`src/rtl/rxq_pkg.sv`:
```
package rxq_pkg;

    localparam int unsigned BUS_W = 32;

    typedef enum logic [1:0] {
        RA_DATA  = 2'd0,
        RA_LEVEL = 2'd1,
        RA_CTRL  = 2'd2
    } rxq_addr_e;

    // control/status bit positions
    localparam int unsigned CB_EN    = 0;
    localparam int unsigned CB_UFIE  = 1;
    localparam int unsigned CB_OFIE  = 2;
    localparam int unsigned CB_FLUSH = 3;
    localparam int unsigned CB_EMPTY = 4;
    localparam int unsigned CB_UF    = 5;
    localparam int unsigned CB_OF    = 6;
    localparam int unsigned CB_SIZE  = 8;
    // level register: count field position
    localparam int unsigned LB_CNT   = 16;

    typedef struct packed {
        logic fifo_en;
        logic uf_ie;
        logic of_ie;
    } rxq_cfg_t;

    typedef struct packed {
        logic push;
        logic pop;
        logic flush;
        logic drop;
        logic empty_rd;
    } rxq_evt_t;

    function automatic logic [2:0] size_code(input int unsigned depth);
        if (depth <= 1) return 3'd0;
        return 3'($clog2(depth) - 1);
    endfunction

endpackage

```
`src/rtl/rxq_store.sv`:
```
module rxq_store #(
    parameter int unsigned DATA_W = 8,
    parameter int unsigned DEPTH  = 4,
    localparam int unsigned PTR_W = (DEPTH > 1) ? $clog2(DEPTH) : 1,
    localparam int unsigned CNT_W = $clog2(DEPTH + 1)
) (
    input  logic              clk,
    input  logic              rst,
    input  logic              push,
    input  logic              pop,
    input  logic              flush,
    input  logic [DATA_W-1:0] wdata,
    output logic [DATA_W-1:0] head,
    output logic [CNT_W-1:0]  count
);

    logic [DATA_W-1:0] mem [DEPTH];
    logic [PTR_W-1:0]  wr_ptr;
    logic [PTR_W-1:0]  rd_ptr;

    function automatic logic [PTR_W-1:0] step(input logic [PTR_W-1:0] p);
        if (32'(p) == DEPTH - 1) return '0;
        return p + 1'b1;
    endfunction

    always_ff @(posedge clk) begin
        if (push) mem[wr_ptr] <= wdata;
    end

    always_ff @(posedge clk) begin
        if (rst || flush) begin
            wr_ptr <= '0;
            rd_ptr <= '0;
            count  <= '0;
        end else begin
            if (push) wr_ptr <= step(wr_ptr);
            if (pop)  rd_ptr <= step(rd_ptr);
            case ({push, pop})
                2'b10:   count <= count + 1'b1;
                2'b01:   count <= count - 1'b1;
                default: count <= count;
            endcase
        end
    end

    assign head = mem[rd_ptr];

endmodule

```
`src/rtl/rxq_ready.sv`:
```
module rxq_ready #(
    parameter int unsigned CNT_W = 3
) (
    input  logic             fifo_en,
    input  logic [CNT_W-1:0] count,
    input  logic [CNT_W-1:0] mark,
    output logic             ready
);

    always_comb begin
        if (fifo_en) ready = (count > mark);
        else         ready = (count != '0);
    end

endmodule

```
`src/rtl/rxq_regs.sv`:
```
module rxq_regs
    import rxq_pkg::*;
#(
    parameter int unsigned DATA_W = 8,
    parameter int unsigned DEPTH  = 4,
    localparam int unsigned CNT_W = $clog2(DEPTH + 1)
) (
    input  logic              clk,
    input  logic              rst,
    input  logic              rd_en,
    input  logic              wr_en,
    input  logic [1:0]        addr,
    input  logic [BUS_W-1:0]  wdata,
    input  logic              in_valid,
    input  logic [CNT_W-1:0]  count,
    input  logic [DATA_W-1:0] head,
    output logic [BUS_W-1:0]  rdata,
    output rxq_evt_t          evt,
    output rxq_cfg_t          cfg,
    output logic [CNT_W-1:0]  mark,
    output logic              uf_flag,
    output logic              of_flag,
    output logic              irq
);

    localparam logic [CNT_W-1:0] CAP_FULL = CNT_W'(DEPTH);
    localparam logic [2:0]       SIZE_F   = size_code(DEPTH);

    logic [CNT_W-1:0] cap;
    logic             full;
    logic             data_rd;
    logic             ctrl_wr;
    logic             level_wr;
    logic             unused_wbits;

    assign unused_wbits = ^{wdata[BUS_W-1:7], wdata[4]};

    always_comb begin
        cap       = cfg.fifo_en ? CAP_FULL : CNT_W'(1);
        full      = (count >= cap);
        data_rd   = rd_en && (addr == RA_DATA);
        ctrl_wr   = wr_en && (addr == RA_CTRL);
        level_wr  = wr_en && (addr == RA_LEVEL);
        evt.flush    = ctrl_wr && wdata[CB_FLUSH];
        evt.pop      = data_rd && (count != '0);
        evt.empty_rd = data_rd && (count == '0);
        evt.push     = in_valid && !evt.flush && (!full || evt.pop);
        evt.drop     = in_valid && !evt.flush && full && !evt.pop;
    end

    always_ff @(posedge clk) begin
        if (rst) begin
            cfg     <= '0;
            mark    <= '0;
            uf_flag <= 1'b0;
            of_flag <= 1'b0;
        end else begin
            if (ctrl_wr) begin
                cfg.fifo_en <= wdata[CB_EN];
                cfg.uf_ie   <= wdata[CB_UFIE];
                cfg.of_ie   <= wdata[CB_OFIE];
            end
            if (level_wr) mark <= wdata[CNT_W-1:0];

            if (evt.empty_rd)               uf_flag <= 1'b1;
            else if (ctrl_wr && wdata[CB_UF]) uf_flag <= 1'b0;

            if (evt.drop)                   of_flag <= 1'b1;
            else if (ctrl_wr && wdata[CB_OF]) of_flag <= 1'b0;
        end
    end

    always_comb begin
        rdata = '0;
        case (addr)
            RA_DATA: begin
                if (count != '0) rdata[DATA_W-1:0] = head;
            end
            RA_LEVEL: begin
                rdata[CNT_W-1:0]         = mark;
                rdata[LB_CNT +: CNT_W]   = count;
            end
            RA_CTRL: begin
                rdata[CB_EN]         = cfg.fifo_en;
                rdata[CB_UFIE]       = cfg.uf_ie;
                rdata[CB_OFIE]       = cfg.of_ie;
                rdata[CB_EMPTY]      = (count == '0);
                rdata[CB_UF]         = uf_flag;
                rdata[CB_OF]         = of_flag;
                rdata[CB_SIZE +: 3]  = SIZE_F;
            end
            default: rdata = '0;
        endcase
    end

    assign irq = (uf_flag && cfg.uf_ie) || (of_flag && cfg.of_ie);

endmodule

```
`src/rtl/rx_water_fifo.sv`:
```
module rx_water_fifo
    import rxq_pkg::*;
#(
    parameter int unsigned DATA_W = 8,
    parameter int unsigned DEPTH  = 4,
    localparam int unsigned CNT_W = $clog2(DEPTH + 1)
) (
    input  logic              clk,
    input  logic              rst,
    input  logic              in_valid,
    input  logic [DATA_W-1:0] in_data,
    input  logic              rd_en,
    input  logic              wr_en,
    input  logic [1:0]        addr,
    input  logic [31:0]       wdata,
    output logic [31:0]       rdata,
    output logic              data_ready,
    output logic              irq
);

    rxq_evt_t          evt;
    rxq_cfg_t          cfg;
    logic [CNT_W-1:0]  fill_cnt;
    logic [CNT_W-1:0]  mark_q;
    logic [DATA_W-1:0] head;
    logic              uf_flag;
    logic              of_flag;
    logic              fifo_on;

    assign fifo_on = cfg.fifo_en;

    rxq_regs #(.DATA_W(DATA_W), .DEPTH(DEPTH)) u_regs (
        .clk      (clk),
        .rst      (rst),
        .rd_en    (rd_en),
        .wr_en    (wr_en),
        .addr     (addr),
        .wdata    (wdata),
        .in_valid (in_valid),
        .count    (fill_cnt),
        .head     (head),
        .rdata    (rdata),
        .evt      (evt),
        .cfg      (cfg),
        .mark     (mark_q),
        .uf_flag  (uf_flag),
        .of_flag  (of_flag),
        .irq      (irq)
    );

    rxq_store #(.DATA_W(DATA_W), .DEPTH(DEPTH)) u_store (
        .clk   (clk),
        .rst   (rst),
        .push  (evt.push),
        .pop   (evt.pop),
        .flush (evt.flush),
        .wdata (in_data),
        .head  (head),
        .count (fill_cnt)
    );

    rxq_ready #(.CNT_W(CNT_W)) u_ready (
        .fifo_en (fifo_on),
        .count   (fill_cnt),
        .mark    (mark_q),
        .ready   (data_ready)
    );

endmodule

```
`config.mk`:
```
export PLATFORM = sky130hd
export DESIGN_NAME = rx_water_fifo
export DESIGN_NICKNAME = d
export VERILOG_FILES = /design/src/rtl/rxq_pkg.sv /design/src/rtl/rxq_store.sv /design/src/rtl/rxq_ready.sv /design/src/rtl/rxq_regs.sv /design/src/rtl/rx_water_fifo.sv
export SDC_FILE = /design/constraint.sdc
export NUM_CORES = 1
export LEC_CHECK = 0
export BUFFER_PORTS_ARGS = -buffer_cell sky130_fd_sc_hd__buf_2
export CORE_UTILIZATION = 50
export CTS_CLUSTER_DIAMETER = 150
export DETAILED_ROUTE_END_ITERATION = 16
export GPL_TIMING_DRIVEN = 0
export PLACE_DENSITY = 0.77
export SKIP_LAST_GASP = 1
export SLEW_MARGIN = 30
export SYNTH_ARGS = -nofsm -noshare
export SYNTH_HDL_FRONTEND = slang
export SYNTH_HIERARCHICAL = 1
export SYNTH_SLANG_ARGS = --single-unit
```
`constraint.sdc`:
```
create_clock -name clk -period 3.72 [get_ports clk]
set_input_delay 1.116 -clock clk [delete_from_list [all_inputs] [get_ports clk]]
set_output_delay 1.116 -clock clk [all_outputs]
set_load 0.02 [all_outputs]
```
==> results by group <==
Outcome
  – Run status: complete, but fails checks
  – Violated checks: design-rule violations

Global route
  – Met3 Track Usage GR: 0.0450
  – Antenna violations before repair: 0
  – Vias in the first global route: 1,405
  – Global-route wire length before repair: 6560 microns
  – Busiest layer in global routing: met2
  – Total congestion overflow: 0
  – Pin count of the biggest net entering global routing: 18
  – Met1 global-route usage: 0.223
  – Met2 capacity usage during global routing: 0.293
  – Global-route usage over all layers: 0.175

Floorplanning
  – Number of placement rows: 24
  – Die Height: 71.2 microns
  – Top-Level Pins: 81
  – Die width: 71.2 microns
  – Overall die area: 5080 sq um
  – Std-Cell Core Area: 4470 sq um
  – Initial Util: 0.536

Synth
  – Synthesized area per cell: 12.5 sq um
  – Post-synth design cell area: 2400 sq um
  – Synth warnings: 6
  – Cells after synthesis: 192

Worst setup path
  – Buffers & Inverters on Critical Path: 2
  – Startpoint types: input port
  – Slowest-stage cell, CP: sky130_fd_sc_hd__nor3_1
  – Top fanout value on the critical path: 9
  – Data arrival time of the worst path: 2.44 ns
  – CP required: 2.60 ns
  – Critical Path Sink Type: output pin
  – Critical-path cell list: buf_2, nor3_1, a22o_1, buf_2
  – Delay of the slowest cell on the worst path: 0.75 ns
  – Start-to-end type of the worst setup path: input port to output pin
  – Cell family with most CP delay: simple AND/OR/NAND/NOR gates
  – Most frequent cell on the critical path: sky130_fd_sc_hd__buf_2

Place
  – HPWL after DPL: 2980 microns
  – Number of input and output port buffers inserted: 33
  – Weighted congestion at the end of routability-driven global placement: 0.787
  – Setup slack at placement: 0.125 ns

Timing
  – Aggregate negative setup slack: 0 ns
  – Slew headroom: 0.394
  – Clock Skews: 0.00325 ns
  – Period minus WS final: 3.55 ns
  – Max-slew violation count: 0
  – Number of setup violations in the final report: 0
  – Hold Worst Slack: 0.481 ns
  – Peak Freq: 0.282 GHz
  – Portion of the clock cycle consumed by the worst path in the final layout: 0.955
  – Worst Max-Slew Pin Slew: 0.902 ns
  – RSZ-0062 raised after global routing: false
  – Final Hold Vio Count: 0
  – Least setup slack across all paths after layout: 0.169 ns

Clock tree
  – Root buffer cell: sky130_fd_sc_hd__clkbuf_8
  – Reg clk slew, reported paths: 0.09 ns
  – Worst-Skew Late Latency: 0.30 ns
  – Clock H-tree levels: 2
  – Buffers inserted during post-CTS setup optimization: 0
  – Number of buffers inserted during clock tree synthesis: 5
  – Clock tree buffer depth: 2
  – Quantity of gates resized following cts: 0
  – # clock sinks: 49
  – CTS tree: yes
  – Hold bufs inserted after CTS: 0

Flow run
  – # Max-Cap Violations: 0

Power
  – Pwr dens: 492 nW/um^2
  – Overall power consumption: 1.38 mW
  – Leak pwr: 1.18 nW
  – Peak supply drop: 0.000339 V

Routing
  – First-pass detailed-route iteration total: 10
  – Iteration-0 DRC count of the detailed router: 88
  – Total wire length: 4040 microns
  – Total vias in the final route: 1,527
  – Mean number of vias per cell: 5.02
  – Routed length per placed instance: 13.3 microns
  – Residual DRC count: 5
  – Number of nets with antenna violations after routing: 0

Layout
  – Number of inserted diodes: 0
  – Number of fillers in the final layout: 346
  – Area growth, synth to finish: 16.5%
  – Number of nets in the layout: 310
  – Utilization after layout: 0.624
  – Fraction of final layout cells with drive strength greater than 1: 0.317

Worst hold path
  – Tightest Hold Check Type: register to register
[routing by layer]
| metal | up-vias | routed length (microns) | share of wire |
|---|---|---|---|
| met2 | 48 | 1930 | 0.48 |
| met3 | 4 | 226 | 0.056 |
| met5 | - | 0 | 0 |
| met1 | 705 | 1850 | 0.46 |
| met4 | 0 | 42 | 0.010 |
| li1 | 770 | - | - |
[cell usage in the layout (no fill, tap or decap), drive strengths merged, types with 6 or more instances in the layout]
| master | n |
|---|---|
| buf | 58 |
| edfxtp | 32 |
| conb | 20 |
| dfxtp | 17 |
| inv | 12 |
| nor2 | 11 |
| ha | 11 |
| a21oi | 11 |
| and2 | 9 |
| nand2 | 8 |
| nand3 | 8 |
| mux4 | 8 |
| clkbuf | 7 |
| a22o | 6 |
[state kept, by name, indices dropped and copies added (netlist names), named ones only]
name            count
u_store/wr_ptr      2
u_store/count       3
u_regs/uf_flag      1
u_regs/of_flag      1
u_regs/mark         3
u_regs/cfg          3
u_store/rd_ptr      2
u_store/mem        32
[stage by stage]
step,cell area [sq um],instances
2_1_floorplan,2470,211
3_3_place_gp,2700,296
3_5_place_dp,2700,296
4_1_cts,2790,304
5_1_grt,2790,304
6_report,2790,304
[worst reg2reg max path, delay by kind of cell, from the launching register on]
family | cells | cell delay [ns]
and+or+nand+nor | 3 | 1.22
AOI/OAI and AO/OA | 2 | 0.22
xor gates and xnor gates | 1 | 0.14
DFF | 1 | 0.53
buffers and inverters | 2 | 0.21
adders and majority gates | 3 | 0.90
[final timing paths]
kind / depth (start not counted) / end / slack [ns] / start
worst max-delay path: 4 / rdata[6] / 0.17 / addr[1]
worst min-delay path: 2 / u_regs/mark[0] / 0.48 / u_regs/mark[0]
worst max register to register: 11 / u_store/count[2] / 0.43 / u_store/count[0]
worst min register to register: 2 / u_regs/mark[0] / 0.48 / u_regs/mark[0]
[area by class of cell]
cell class / instances / area [sq um] / share of cell area
flip-flops and latches: 49 / 1300 / 0.466
well taps: 52 / 65.1 / 0.0233
clock buffers: 5 / 68.8 / 0.0246
multi-input cells: 124 / 937 / 0.335
inverters: 11 / 41.3 / 0.0148
repair buffers: 33 / 165 / 0.0591
clock inverters: 3 / 26.3 / 0.00940
plain buffers: 27 / 189 / 0.0676
[power breakdown]
part,switching [mW],internal [mW],leakage [nW]
clock network,0.183,0.137,0.0423
registers,0.0413,0.646,0.429
logic,0.204,0.164,0.709
total,0.428,0.947,1.18
Note: power is estimated with default switching activity, not from simulation.
